$ cat config.mk
export PLATFORM = sky130hd
export DESIGN_NAME = uart_rx_stat
export DESIGN_NICKNAME = d
export VERILOG_FILES = /design/src/rtl/uart_rx_stat_pkg.sv /design/src/rtl/uart_rx_sync.sv /design/src/rtl/uart_rx_frame.sv /design/src/rtl/uart_rx_status.sv /design/src/rtl/uart_rx_stat.sv
export SDC_FILE = /design/constraint.sdc
export NUM_CORES = 1
export LEC_CHECK = 0
export BUFFER_PORTS_ARGS = -buffer_cell sky130_fd_sc_hd__buf_4
export CORE_ASPECT_RATIO = 1.1
export CORE_UTILIZATION = 60
export DETAILED_ROUTE_END_ITERATION = 6
export PLACE_DENSITY = 0.8
export SLEW_MARGIN = 0
export SYNTH_ARGS = -nofsm -noshare
export SYNTH_HDL_FRONTEND = slang
export SYNTH_HIERARCHICAL = 1
export SYNTH_SLANG_ARGS = --single-unit
$ cat constraint.sdc
create_clock -name clk -period 5.1 [get_ports clk]
set_input_delay 0.51 -clock clk [delete_from_list [all_inputs] [get_ports clk]]
set_output_delay 0.51 -clock clk [all_outputs]
set_load 0.03 [all_outputs]
$ cat src/rtl/uart_rx_stat_pkg.sv
package uart_rx_stat_pkg;
  typedef enum logic [2:0] {
    ST_IDLE,
    ST_START,
    ST_DATA,
    ST_PAR,
    ST_STOP
  } rx_state_e;

  // error flag vector bit positions
  localparam int unsigned ERR_FER = 0;
  localparam int unsigned ERR_PER = 1;
  localparam int unsigned ERR_OVR = 2;
  localparam int unsigned ERR_N   = 3;
endpackage

$ cat src/rtl/uart_rx_sync.sv
module uart_rx_sync #(
  parameter int unsigned STAGES = 2
) (
  input  logic clk,
  input  logic rst_n,
  input  logic din,
  output logic dout
);
  logic [STAGES-1:0] q;

  for (genvar g = 0; g < STAGES; g++) begin : g_stage
    if (g == 0) begin : g_first
      always_ff @(posedge clk or negedge rst_n) begin
        if (!rst_n) q[0] <= 1'b1;
        else        q[0] <= din;
      end
    end else begin : g_next
      always_ff @(posedge clk or negedge rst_n) begin
        if (!rst_n) q[g] <= 1'b1;
        else        q[g] <= q[g-1];
      end
    end
  end

  assign dout = q[STAGES-1];
endmodule

$ cat src/rtl/uart_rx_frame.sv
module uart_rx_frame
  import uart_rx_stat_pkg::*;
#(
  parameter int unsigned DATA_W = 8,
  parameter int unsigned OSR    = 16
) (
  input  logic              clk,
  input  logic              rst_n,
  input  logic              rx_s,
  input  logic              tick,
  input  logic              freeze,
  output logic              frm_done,
  output logic [DATA_W-1:0] frm_data,
  output logic              frm_par,
  output logic              frm_stop
);
  localparam int unsigned CNT_W = (OSR > 1) ? $clog2(OSR) : 1;
  localparam int unsigned IDX_W = (DATA_W > 1) ? $clog2(DATA_W) : 1;
  localparam int unsigned HALF  = OSR / 2;
  localparam logic [CNT_W-1:0] MID_CNT  = CNT_W'(HALF - 1);
  localparam logic [CNT_W-1:0] FULL_CNT = CNT_W'(OSR - 1);
  localparam logic [IDX_W-1:0] LAST_IDX = IDX_W'(DATA_W - 1);

  rx_state_e         st;
  logic [CNT_W-1:0]  cnt;
  logic [IDX_W-1:0]  idx;
  logic [DATA_W-1:0] sh;
  logic              par_q, stop_q, done_q;
  logic              at_full;

  assign at_full = (cnt == FULL_CNT);

  always_ff @(posedge clk or negedge rst_n) begin
    if (!rst_n) begin
      st     <= ST_IDLE;
      cnt    <= '0;
      idx    <= '0;
      sh     <= '0;
      par_q  <= 1'b0;
      stop_q <= 1'b1;
      done_q <= 1'b0;
    end else begin
      done_q <= 1'b0;
      if (tick) begin
        case (st)
          ST_IDLE: begin
            if (!rx_s && !freeze) begin
              st  <= ST_START;
              cnt <= '0;
            end
          end
          ST_START: begin
            if (cnt == MID_CNT) begin
              cnt <= '0;
              idx <= '0;
              st  <= rx_s ? ST_IDLE : ST_DATA;
            end else begin
              cnt <= cnt + 1'b1;
            end
          end
          ST_DATA: begin
            if (at_full) begin
              cnt <= '0;
              sh  <= {rx_s, sh[DATA_W-1:1]};
              if (idx == LAST_IDX) st <= ST_PAR;
              else                 idx <= idx + 1'b1;
            end else begin
              cnt <= cnt + 1'b1;
            end
          end
          ST_PAR: begin
            if (at_full) begin
              cnt   <= '0;
              par_q <= rx_s;
              st    <= ST_STOP;
            end else begin
              cnt <= cnt + 1'b1;
            end
          end
          ST_STOP: begin
            if (at_full) begin
              cnt    <= '0;
              stop_q <= rx_s;
              done_q <= 1'b1;
              st     <= ST_IDLE;
            end else begin
              cnt <= cnt + 1'b1;
            end
          end
          default: st <= ST_IDLE;
        endcase
      end
    end
  end

  assign frm_done = done_q;
  assign frm_data = sh;
  assign frm_par  = par_q;
  assign frm_stop = stop_q;

  AST_GLITCH_TO_IDLE: assert property (@(posedge clk) disable iff (!rst_n)
    (st == ST_START && tick && cnt == MID_CNT && rx_s) |=> st == ST_IDLE);
  AST_FROZEN_STAYS_IDLE: assert property (@(posedge clk) disable iff (!rst_n)
    (st == ST_IDLE && freeze) |=> st == ST_IDLE);
  AST_DONE_SINGLE: assert property (@(posedge clk) disable iff (!rst_n)
    done_q |=> !done_q);
endmodule

$ cat src/rtl/uart_rx_status.sv
module uart_rx_status
  import uart_rx_stat_pkg::*;
#(
  parameter int unsigned DATA_W = 8
) (
  input  logic              clk,
  input  logic              rst_n,
  input  logic              frm_done,
  input  logic [DATA_W-1:0] frm_data,
  input  logic              frm_par,
  input  logic              frm_stop,
  input  logic              par_odd,
  input  logic              rx_ie,
  input  logic              clr_rdy,
  input  logic              clr_ovr,
  input  logic              clr_per,
  input  logic              clr_fer,
  output logic [DATA_W-1:0] hold,
  output logic              rdy,
  output logic [ERR_N-1:0]  err,
  output logic              freeze,
  output logic              irq_rxc,
  output logic              irq_rxe
);
  logic [DATA_W-1:0] hold_q;
  logic              rdy_q;
  logic [ERR_N-1:0]  err_q, err_set, err_clr;
  logic              par_bad, stop_bad, ovr_hit, load, good;

  assign par_bad  = ((^frm_data) ^ frm_par) != par_odd;
  assign stop_bad = !frm_stop;
  assign ovr_hit  = rdy_q;
  assign load     = frm_done && !ovr_hit;
  assign good     = load && !par_bad && !stop_bad;

  assign err_set[ERR_FER] = frm_done && stop_bad;
  assign err_set[ERR_PER] = frm_done && par_bad;
  assign err_set[ERR_OVR] = frm_done && ovr_hit;
  assign err_clr[ERR_FER] = clr_fer;
  assign err_clr[ERR_PER] = clr_per;
  assign err_clr[ERR_OVR] = clr_ovr;

  for (genvar k = 0; k < ERR_N; k++) begin : g_flag
    always_ff @(posedge clk or negedge rst_n) begin
      if (!rst_n)          err_q[k] <= 1'b0;
      else if (err_set[k]) err_q[k] <= 1'b1;
      else if (err_clr[k]) err_q[k] <= 1'b0;
    end
  end

  always_ff @(posedge clk or negedge rst_n) begin
    if (!rst_n) begin
      hold_q <= '0;
      rdy_q  <= 1'b0;
    end else begin
      if (load) hold_q <= frm_data;
      if (good)         rdy_q <= 1'b1;
      else if (clr_rdy) rdy_q <= 1'b0;
    end
  end

  assign hold    = hold_q;
  assign rdy     = rdy_q;
  assign err     = err_q;
  assign freeze  = |err_q;
  assign irq_rxc = rx_ie & rdy_q;
  assign irq_rxe = rx_ie & (|err_q);

  AST_OVR_KEEPS_DATA: assert property (@(posedge clk) disable iff (!rst_n)
    (frm_done && rdy_q) |=> hold_q == $past(hold_q));
  AST_OVR_KEEPS_RDY: assert property (@(posedge clk) disable iff (!rst_n)
    (frm_done && rdy_q && !clr_rdy) |=> (rdy_q && err_q[ERR_OVR]));
  AST_ERR_STILL_LOADS: assert property (@(posedge clk) disable iff (!rst_n)
    (frm_done && !rdy_q && !frm_stop) |=> (hold_q == $past(frm_data) && !rdy_q));
  AST_FRAME_FLAG_SET: assert property (@(posedge clk) disable iff (!rst_n)
    (frm_done && !frm_stop) |=> err_q[ERR_FER]);
  AST_IRQ_QUIET: assert property (@(posedge clk) disable iff (!rst_n)
    !rx_ie |-> (!irq_rxc && !irq_rxe));
endmodule

$ cat src/rtl/uart_rx_stat.sv
module uart_rx_stat
  import uart_rx_stat_pkg::*;
#(
  parameter int unsigned DATA_W      = 8,
  parameter int unsigned OSR         = 16,
  parameter int unsigned SYNC_STAGES = 2
) (
  input  logic              clk,
  input  logic              rst_n,
  input  logic              rxd,
  input  logic              os_tick,
  input  logic              par_odd,
  input  logic              rx_ie,
  input  logic              clr_rdy,
  input  logic              clr_ovr,
  input  logic              clr_per,
  input  logic              clr_fer,
  output logic [DATA_W-1:0] rx_data,
  output logic              rdy,
  output logic              ovr_err,
  output logic              par_err,
  output logic              frm_err,
  output logic              irq_rxc,
  output logic              irq_rxe
);
  logic              rx_s, freeze, frm_done, frm_par, frm_stop;
  logic [DATA_W-1:0] frm_data;
  logic [ERR_N-1:0]  err;

  uart_rx_sync #(.STAGES(SYNC_STAGES)) u_sync (
    .clk(clk), .rst_n(rst_n), .din(rxd), .dout(rx_s)
  );

  uart_rx_frame #(.DATA_W(DATA_W), .OSR(OSR)) u_frame (
    .clk(clk), .rst_n(rst_n), .rx_s(rx_s), .tick(os_tick), .freeze(freeze),
    .frm_done(frm_done), .frm_data(frm_data), .frm_par(frm_par), .frm_stop(frm_stop)
  );

  uart_rx_status #(.DATA_W(DATA_W)) u_status (
    .clk(clk), .rst_n(rst_n), .frm_done(frm_done), .frm_data(frm_data),
    .frm_par(frm_par), .frm_stop(frm_stop), .par_odd(par_odd), .rx_ie(rx_ie),
    .clr_rdy(clr_rdy), .clr_ovr(clr_ovr), .clr_per(clr_per), .clr_fer(clr_fer),
    .hold(rx_data), .rdy(rdy), .err(err), .freeze(freeze),
    .irq_rxc(irq_rxc), .irq_rxe(irq_rxe)
  );

  assign ovr_err = err[ERR_OVR];
  assign par_err = err[ERR_PER];
  assign frm_err = err[ERR_FER];
endmodule

==> flow_metrics.py, run 1 <==
metrics = {
    "run_status": {
        "status": "finished clean",
    },
    "final_layout": {
        "multiInputGateArea_um2": 742,
        "drive_gt1_frac": 0.310,
        "seq_area_um2": 880,
        "antenna-diode-count": 0,
        "design_area_um2": 1960,
        "syn_to_final_growth_pct": 15.5,
        "num-nets-final": 180,
        "fillers": 185,
    },
    "detailed_routing": {
        "drt_wl_total_um": 2920,
        "final_antenna_net_count": 0,
        "viasPerCell": 5.61,
        "drc": 0,
        "drtIter0Drc": 42,
        "wl_per_cell_um": 14.6,
        "firstDrtPassIters": 4,
        "dr_total_vias": 1116,
    },
    "place": {
        "pre_cts_ws_ns": 3.23,
        "hpwl_um": 2130,
        "post_dp_cell_area_um2": 1870,
        "globalplace.congestion": 0.901,
        "io_buffers": 23,
    },
    "sta": {
        "slew_headroom": 0.678,
        "hold_viol": 0,
        "setup_tns_ns": 0,
        "drv_slew": 0,
        "fin_crit_sh": 0.386,
        "finalSetupViolCount": 0,
        "max_freq_mhz": 507,
        "setup_slack_ns": 3.13,
        "rsz0062_at_grt": "false",
        "finalClockSkew_ns": 0.00934,
        "layout_min_cycle_time_ns": 1.97,
        "worst_pin_slew_ns": 0.483,
    },
    "yosys": {
        "synth_edf_count": 0,
        "synth_cell_types": 44,
        "synth_ff_type": "dfrtp_1",
        "syn_nets": 154,
        "async_reset_ff_frac": 1.00,
        "yosysMostFrequentCell": "dfrtp_1",
        "synth_area_leaders": "dfrtp_1, mux2_1, mux2_2",
        "ys_seq_area_frac": 0.518,
        "synthesis.area_um2": 1700,
        "yosysTopAreaCellShare": 0.472,
        "synth_top_cell_by_area": "dfrtp_1",
        "avgSynthCellArea_um2": 12.0,
        "synth_common_cells": "dfrtp_1, mux2_1, inv_1, nor2_1, mux2_2",
        "ys_warn_count": 6,
        "ys_ff_latch": 35,
        "postSynthCellCount": 141,
    },
    "cts": {
        "numCtsBuffers": 5,
        "clockRootBuffer": "clkbuf_4",
        "clkTransAtPathRegs_ns": 0.10,
        "cts_tree": "built",
        "insertion_delay_ns": 0.32,
        "numClockSinks": 35,
        "htreeDepth": 2,
        "post_cts_buffers": 0,
        "cts.path.max_buffers": 2,
        "cts_resized": 0,
        "hold_buffers": 0,
    },
    "critical_path": {
        "reg2regPathDepth": 6,
        "end_kind": "primary output",
        "cp_max_fo": 3,
        "setup.worst_path.end": "irq_rxe",
        "crit_family": "simple AND/OR/NAND/NOR gates",
        "worstPathRequired_ns": 4.59,
        "cp_slowest_cell": "dfrtp_1",
        "worstPathArrival_ns": 1.46,
        "cpPeakStageDelay_ns": 0.42,
        "r2r-start": "u_frame/cnt[1]$_DFFE_PN0P_",
        "reg2reg_to": "u_frame/idx[0]$_DFFE_PN0P_",
        "crit_buf_inv": 1,
        "r2r_slack_ns": 3.18,
        "cp.depth": 3,
        "path_cells": "or3_1 -> and2_1 -> buf_4",
        "start_kind": "flop",
        "critPathKind": "flop to primary output",
        "startpoint": "u_status/err[1]$_DFFE_PN0P_",
    },
    "global_route": {
        "grt_pass1_vias": 1144,
        "grt_start_max_net_pins": 36,
        "antenna_found_initial": 0,
        "grt_overflow_total": 0,
        "track_usage": 0.229,
        "grt_first_pass_wirelength_um": 5040,
    },
    "die": {
        "rows": 19,
        "coreArea_um2": 2590,
        "die_width_um": 52.7,
        "io_pins": 24,
        "dieHeight_um": 57.8,
        "dieArea_um2": 3050,
        "initial_core_util": 0.655,
    },
    "worst_hold_path": {
        "hold_path_class": "input port to asynchronous set/reset pin",
    },
    "pwr": {
        "ir_drop_mv": 0.344,
        "power.density_nw_per_um2": 320,
        "p_leak_nw": 0.976,
    },
    "flow_run": {
        "max_cap_viol_count": 0,
    },
}
## flip-flops by register name, summed over array words and instances, names as in the netlist, 3 cells and up
name and flops:
u_frame/frm_data 8, u_status/hold 8, u_frame/cnt 4, u_frame/idx 3, u_frame/st 3, u_status/err 3
## cells in the final DEF, fill, tap and decap left out, types with 2 or more instances in the layout
| cell type | Yosys | routed |
|---|---|---|
| mux2_2 | 8 | 8 |
| inv_1 | 9 | 9 |
| nand2_1 | 7 | 7 |
| nand3_1 | 5 | 5 |
| and2_1 | 2 | 2 |
| ha_1 | 3 | 3 |
| nand4_1 | 3 | 3 |
| and3_1 | 2 | 2 |
| dfstp_2 | 3 | 3 |
| clkbuf_4 | 0 | 5 |
| o21ai_0 | 3 | 3 |
| dfrtp_1 | 32 | 32 |
| nor2_1 | 9 | 9 |
| a21oi_1 | 3 | 3 |
| o22ai_1 | 3 | 3 |
| mux2i_1 | 3 | 3 |
| a21o_1 | 2 | 2 |
| buf_4 | 1 | 23 |
| xnor2_1 | 6 | 6 |
| mux2_1 | 11 | 11 |
## cell families after synthesis
family / count (synthesis) / synth area share
muxes: 22 / 0.144
and+or+nand+nor: 36 / 0.111
DFF: 35 / 0.518
AOI/OAI and AO/OA: 21 / 0.100
buffers and inverters: 15 / 0.0449
adders and majority gates: 4 / 0.0280
xor gates and xnor gates: 8 / 0.0538
## report_power, final
group          switching [W]  internal, W  total (W)
sequential         0.0000268     0.000297   0.000323
clock              0.0000847     0.000116   0.000201
combinational      0.0000595    0.0000440   0.000104
## per-stage QoR
step	hold WS [ns]	total power (W)	utilization	cells
after global placement	0.349	0.000426	0.723	191
after floorplan	0.214	0.000414	-	141
after global routing	0.131	0.000665	0.757	199
after detailed placement	0.348	0.000431	0.723	191
final	0.122	0.000628	0.757	199
after CTS	0.122	0.000636	0.757	199
## routing by layer
layer,track usage,part of all wire
met4,0.0789,0.0051
met5,0,0
met2,0.398,0.50
met3,0.0472,0.041
met1,0.280,0.45
## worst min path at each step
stage / endpoint / depth (start not counted)
6_report: u_status/err[1]$_DFFE_PN0P_ / 1
5_1_grt: u_status/err[1]$_DFFE_PN0P_ / 1
4_1_cts: u_frame/frm_data[5]$_DFFE_PN0P_ / 1
3_5_place_dp: u_sync/dout$_DFF_PN1_ / 0
3_3_place_gp: u_sync/dout$_DFF_PN1_ / 0
2_1_floorplan: u_frame/cnt[0]$_DFFE_PN0P_ / 0
## cell type report
| type | count | area share |
|---|---|---|
| Inverter | 11 | 0.0211 |
| Timing Repair Buffer | 23 | 0.0881 |
| Sequential cell | 35 | 0.449 |
| Multi-Input combinational cell | 91 | 0.378 |
| Tap cell | 31 | 0.0198 |
| Clock inverter | 2 | 0.0179 |
| Clock buffer | 6 | 0.0262 |
Power figures use the tool's default switching activity.
==> inputs of run 2 (changes only) <==
--- a/config.mk
+++ b/config.mk
@@ -5,11 +5,12 @@
 export SDC_FILE = /design/constraint.sdc
 export NUM_CORES = 1
 export LEC_CHECK = 0
+export ABC_AREA = 1
 export BUFFER_PORTS_ARGS = -buffer_cell sky130_fd_sc_hd__buf_4
 export CORE_ASPECT_RATIO = 1.1
-export CORE_UTILIZATION = 60
+export CORE_UTILIZATION = 51
 export DETAILED_ROUTE_END_ITERATION = 6
-export PLACE_DENSITY = 0.8
+export PLACE_DENSITY = 0.72
 export SLEW_MARGIN = 0
 export SYNTH_ARGS = -nofsm -noshare
 export SYNTH_HDL_FRONTEND = slang
==> constraint.sdc (replaced) <==
create_clock -name clk -period 1.6 [get_ports clk]
set_input_delay 0.16 -clock clk [delete_from_list [all_inputs] [get_ports clk]]
set_output_delay 0.16 -clock clk [all_outputs]
set_load 0.03 [all_outputs]
==> run 2 against run 1 <==
Net effect: clock-buffer cell count rose by 1; synthesized cell count rose by 70%; final cell count rose by 65%; die area rose by 27%; clock power rose by 150%; critical endpoint is now u_frame/frm_data[4]$_DFFE_PN0P_.
==> flow_metrics.py, run 2 <==
metrics = {
    "run_status": {
        "status": "finished clean",
    },
    "yosys": {
        "postSynthCellCount": 240,
        "yosysMostFrequentCell": "nand2_1",
        "avgSynthCellArea_um2": 7.71,
        "ys_warn_count": 6,
        "synthAdderAreaFrac": 0.0203,
        "synth_ff_type": "dfrtp_1",
        "yosysTopAreaCellShare": 0.433,
        "synth_top_family_by_area": "simple AND/OR/NAND/NOR gates",
        "ys_seq_area_frac": 0.476,
        "synth-xor-area-share": 0.00474,
        "synth-compound-area-share": 0.0988,
        "synth_simple_gate_area_share": 0.304,
        "synth_top_cell_by_area": "dfrtp_1",
        "synthesis.area_um2": 1850,
        "async_reset_ff_frac": 1.00,
        "synth_common_cells": "nand2_1, inv_1, dfrtp_1",
        "synth_area_leaders": "dfrtp_1, nand2_1, inv_1",
        "syn_nets": 253,
        "ys_ff_latch": 35,
        "synth_cell_types": 24,
        "synth_edf_count": 0,
        "synth.mux.area_fraction": 0,
    },
    "worst_hold_path": {
        "hold_path_class": "input port to flop",
        "holdPathEnd": "u_status/err[1]$_DFFE_PN0P_",
        "whs_path_depth": 3,
        "hold_start": "clr_per",
    },
    "final_layout": {
        "final_cell_mix": "nand2_1, inv_1, dfrtp_1, buf_4, nand3_1",
        "antenna-diode-count": 0,
        "fillers": 301,
        "final_common_cell": "nand2_1",
        "design_area_um2": 2260,
        "syn_to_final_growth_pct": 22.3,
        "stdcell_count": 329,
        "drive_gt1_frac": 0.249,
        "num-nets-final": 293,
    },
    "die": {
        "rows": 22,
        "initial_core_util": 0.546,
        "coreArea_um2": 3390,
        "dieHeight_um": 65.2,
        "die_width_um": 59.4,
        "io_pins": 24,
        "dieArea_um2": 3870,
    },
    "cts": {
        "htreeDepth": 2,
        "numCtsBuffers": 5,
        "cts_tree": "built",
        "insertion_delay_ns": 0.34,
        "clockRootBuffer": "clkbuf_4",
        "numClockSinks": 35,
        "clkTransAtPathRegs_ns": 0.11,
        "cts.path.max_buffers": 2,
    },
    "flow_run": {
        "max_cap_viol_count": 0,
    },
    "sta": {
        "finalSetupViolCount": 0,
        "setup_tns_ns": 0,
        "slew_headroom": 0.694,
        "drv_slew": 0,
        "fin_crit_sh": 0.952,
        "worst_pin_slew_ns": 0.458,
        "max_freq_mhz": 656,
        "finalClockSkew_ns": 0.0149,
        "finalHoldWorstSlack_ns": 0.0451,
        "hold_viol": 0,
        "layout_min_cycle_time_ns": 1.52,
        "rsz0062_at_grt": "true",
    },
    "global_route": {
        "antenna_found_initial": 0,
        "grt_first_pass_wirelength_um": 5640,
        "track_usage": 0.196,
        "grt_start_max_net_pins": 36,
        "grt_overflow_total": 0,
        "grt_pass1_vias": 1399,
    },
    "place": {
        "hpwl_um": 2380,
        "globalplace.congestion": 0.826,
        "post_dp_cell_area_um2": 2070,
        "dp.cells": 309,
        "io_buffers": 23,
    },
    "detailed_routing": {
        "viasPerCell": 4.83,
        "drc": 0,
        "final_antenna_net_count": 0,
        "drtIter0Drc": 43,
        "firstDrtPassIters": 4,
        "dr_total_vias": 1590,
        "wl_per_cell_um": 10.4,
        "drt_wl_total_um": 3430,
    },
    "critical_path": {
        "r2r-start": "u_frame/cnt[1]$_DFFE_PN0P_",
        "reg2reg_to": "u_frame/frm_data[4]$_DFFE_PN0P_",
        "r2r_slack_ns": 0.08,
        "end_kind": "flop",
        "start_kind": "flop",
        "worstPathArrival_ns": 1.76,
        "critPathKind": "flop to flop",
        "reg2regPathDepth": 8,
        "worstPathRequired_ns": 1.83,
        "cp_max_fo": 8,
    },
    "pwr": {
        "ir_drop_mv": 0.755,
        "p_leak_nw": 1.15,
        "power.density_nw_per_um2": 964,
    },
}
-- run 2: cell count changes in the layout (fill, tap and decap cells not counted), sizes merged, moves of 4 or more --
| cell | change |
|---|---|
| dlygate4sd3 | +4 |
| inv | +33 |
| o21ai | +23 |
| a21oi | -4 |
| nand2 | +77 |
| mux2 | -19 |
| buf | +7 |
| nand3 | +18 |
| xnor2 | -7 |
-- run 2: kinds of logic (layout without fill, tap and decap cells) --
logic type      count (synthesis)  in the layout
flops                          35             35
xor+xnor                        1              1
simple gates                  126            127
compound gates                 30             30
fa+ha+maj                       3              3
buf+inv                        45             85
-- run 2: timing repair --
action | in CTS | in global routing
buffers inserted | 0 | 7
gates resized for setup | 1 | 9
endpoints found under the setup margin | 2 | 14
hold buffers | 3 | 1
hold endpoints to repair | 34 | 1
gates cloned | 0 | 1
pin swaps | 0 | 5
-- run 2: layout make-up --
class	instances	area, um2	share of cell area
clock buffers	7	55.1	0.0243
clock inverters	1	5.00	0.00221
inverters	43	161	0.0713
multi-input cells	161	836	0.369
flip-flops and latches	35	880	0.389
well taps	48	60.1	0.0265
repair buffers	34	265	0.117
-- run 2: worst max-delay path, stage by stage (launching register included) --
cell     delay (ns)
dfrtp_1        0.42
ha_2           0.21
nand2_2        0.07
nor2_4         0.14
inv_2          0.07
nor2_4         0.19
nand3_4        0.15
nand2_1        0.12
o21ai_2        0.05
-- run 2: metal layers --
metal,global-route usage,share of wire
met1,0.250,0.47
met2,0.306,0.48
met3,0.0650,0.040
met4,0.0714,0.015
met5,0,0
-- run 2: power breakdown --
| part | internal [W] | leakage, nW | switching, W |
|---|---|---|---|
| clock | 0.000213 | 0.0353 | 0.000285 |
| combinational | 0.000226 | 0.643 | 0.000384 |
| sequential | 0.000956 | 0.473 | 0.000117 |
| total | 0.00140 | 1.15 | 0.000786 |
-- run 2: stage by stage --
step / power [W] / util / setup WS, ns
after global routing: 0.00236 / 0.668 / -0.0572
final: 0.00218 / 0.668 / 0.0762
after floorplan: 0.00144 / - / 0.185
after CTS: 0.00209 / 0.638 / 0.0425
after detailed placement: 0.00157 / 0.610 / 0.00372
after global placement: 0.00157 / 0.610 / 0.0407
-- run 2: worst max path at each step --
stage / start / endpoint / slack (ns) / cells past startpoint
after global placement: u_frame/idx[0]$_DFFE_PN0P_ / u_frame/idx[0]$_DFFE_PN0P_ / 0.04 / 8
after floorplan: u_frame/idx[0]$_DFFE_PN0P_ / u_frame/idx[0]$_DFFE_PN0P_ / 0.19 / 8
after detailed placement: u_frame/idx[0]$_DFFE_PN0P_ / u_frame/idx[1]$_DFFE_PN0P_ / 0.004 / 8
after global routing: u_frame/cnt[1]$_DFFE_PN0P_ / u_frame/idx[1]$_DFFE_PN0P_ / -0.06 / 8
after CTS: u_frame/cnt[0]$_DFFE_PN0P_ / u_frame/frm_data[4]$_DFFE_PN0P_ / 0.04 / 8
final: u_frame/cnt[1]$_DFFE_PN0P_ / u_frame/frm_data[4]$_DFFE_PN0P_ / 0.08 / 8
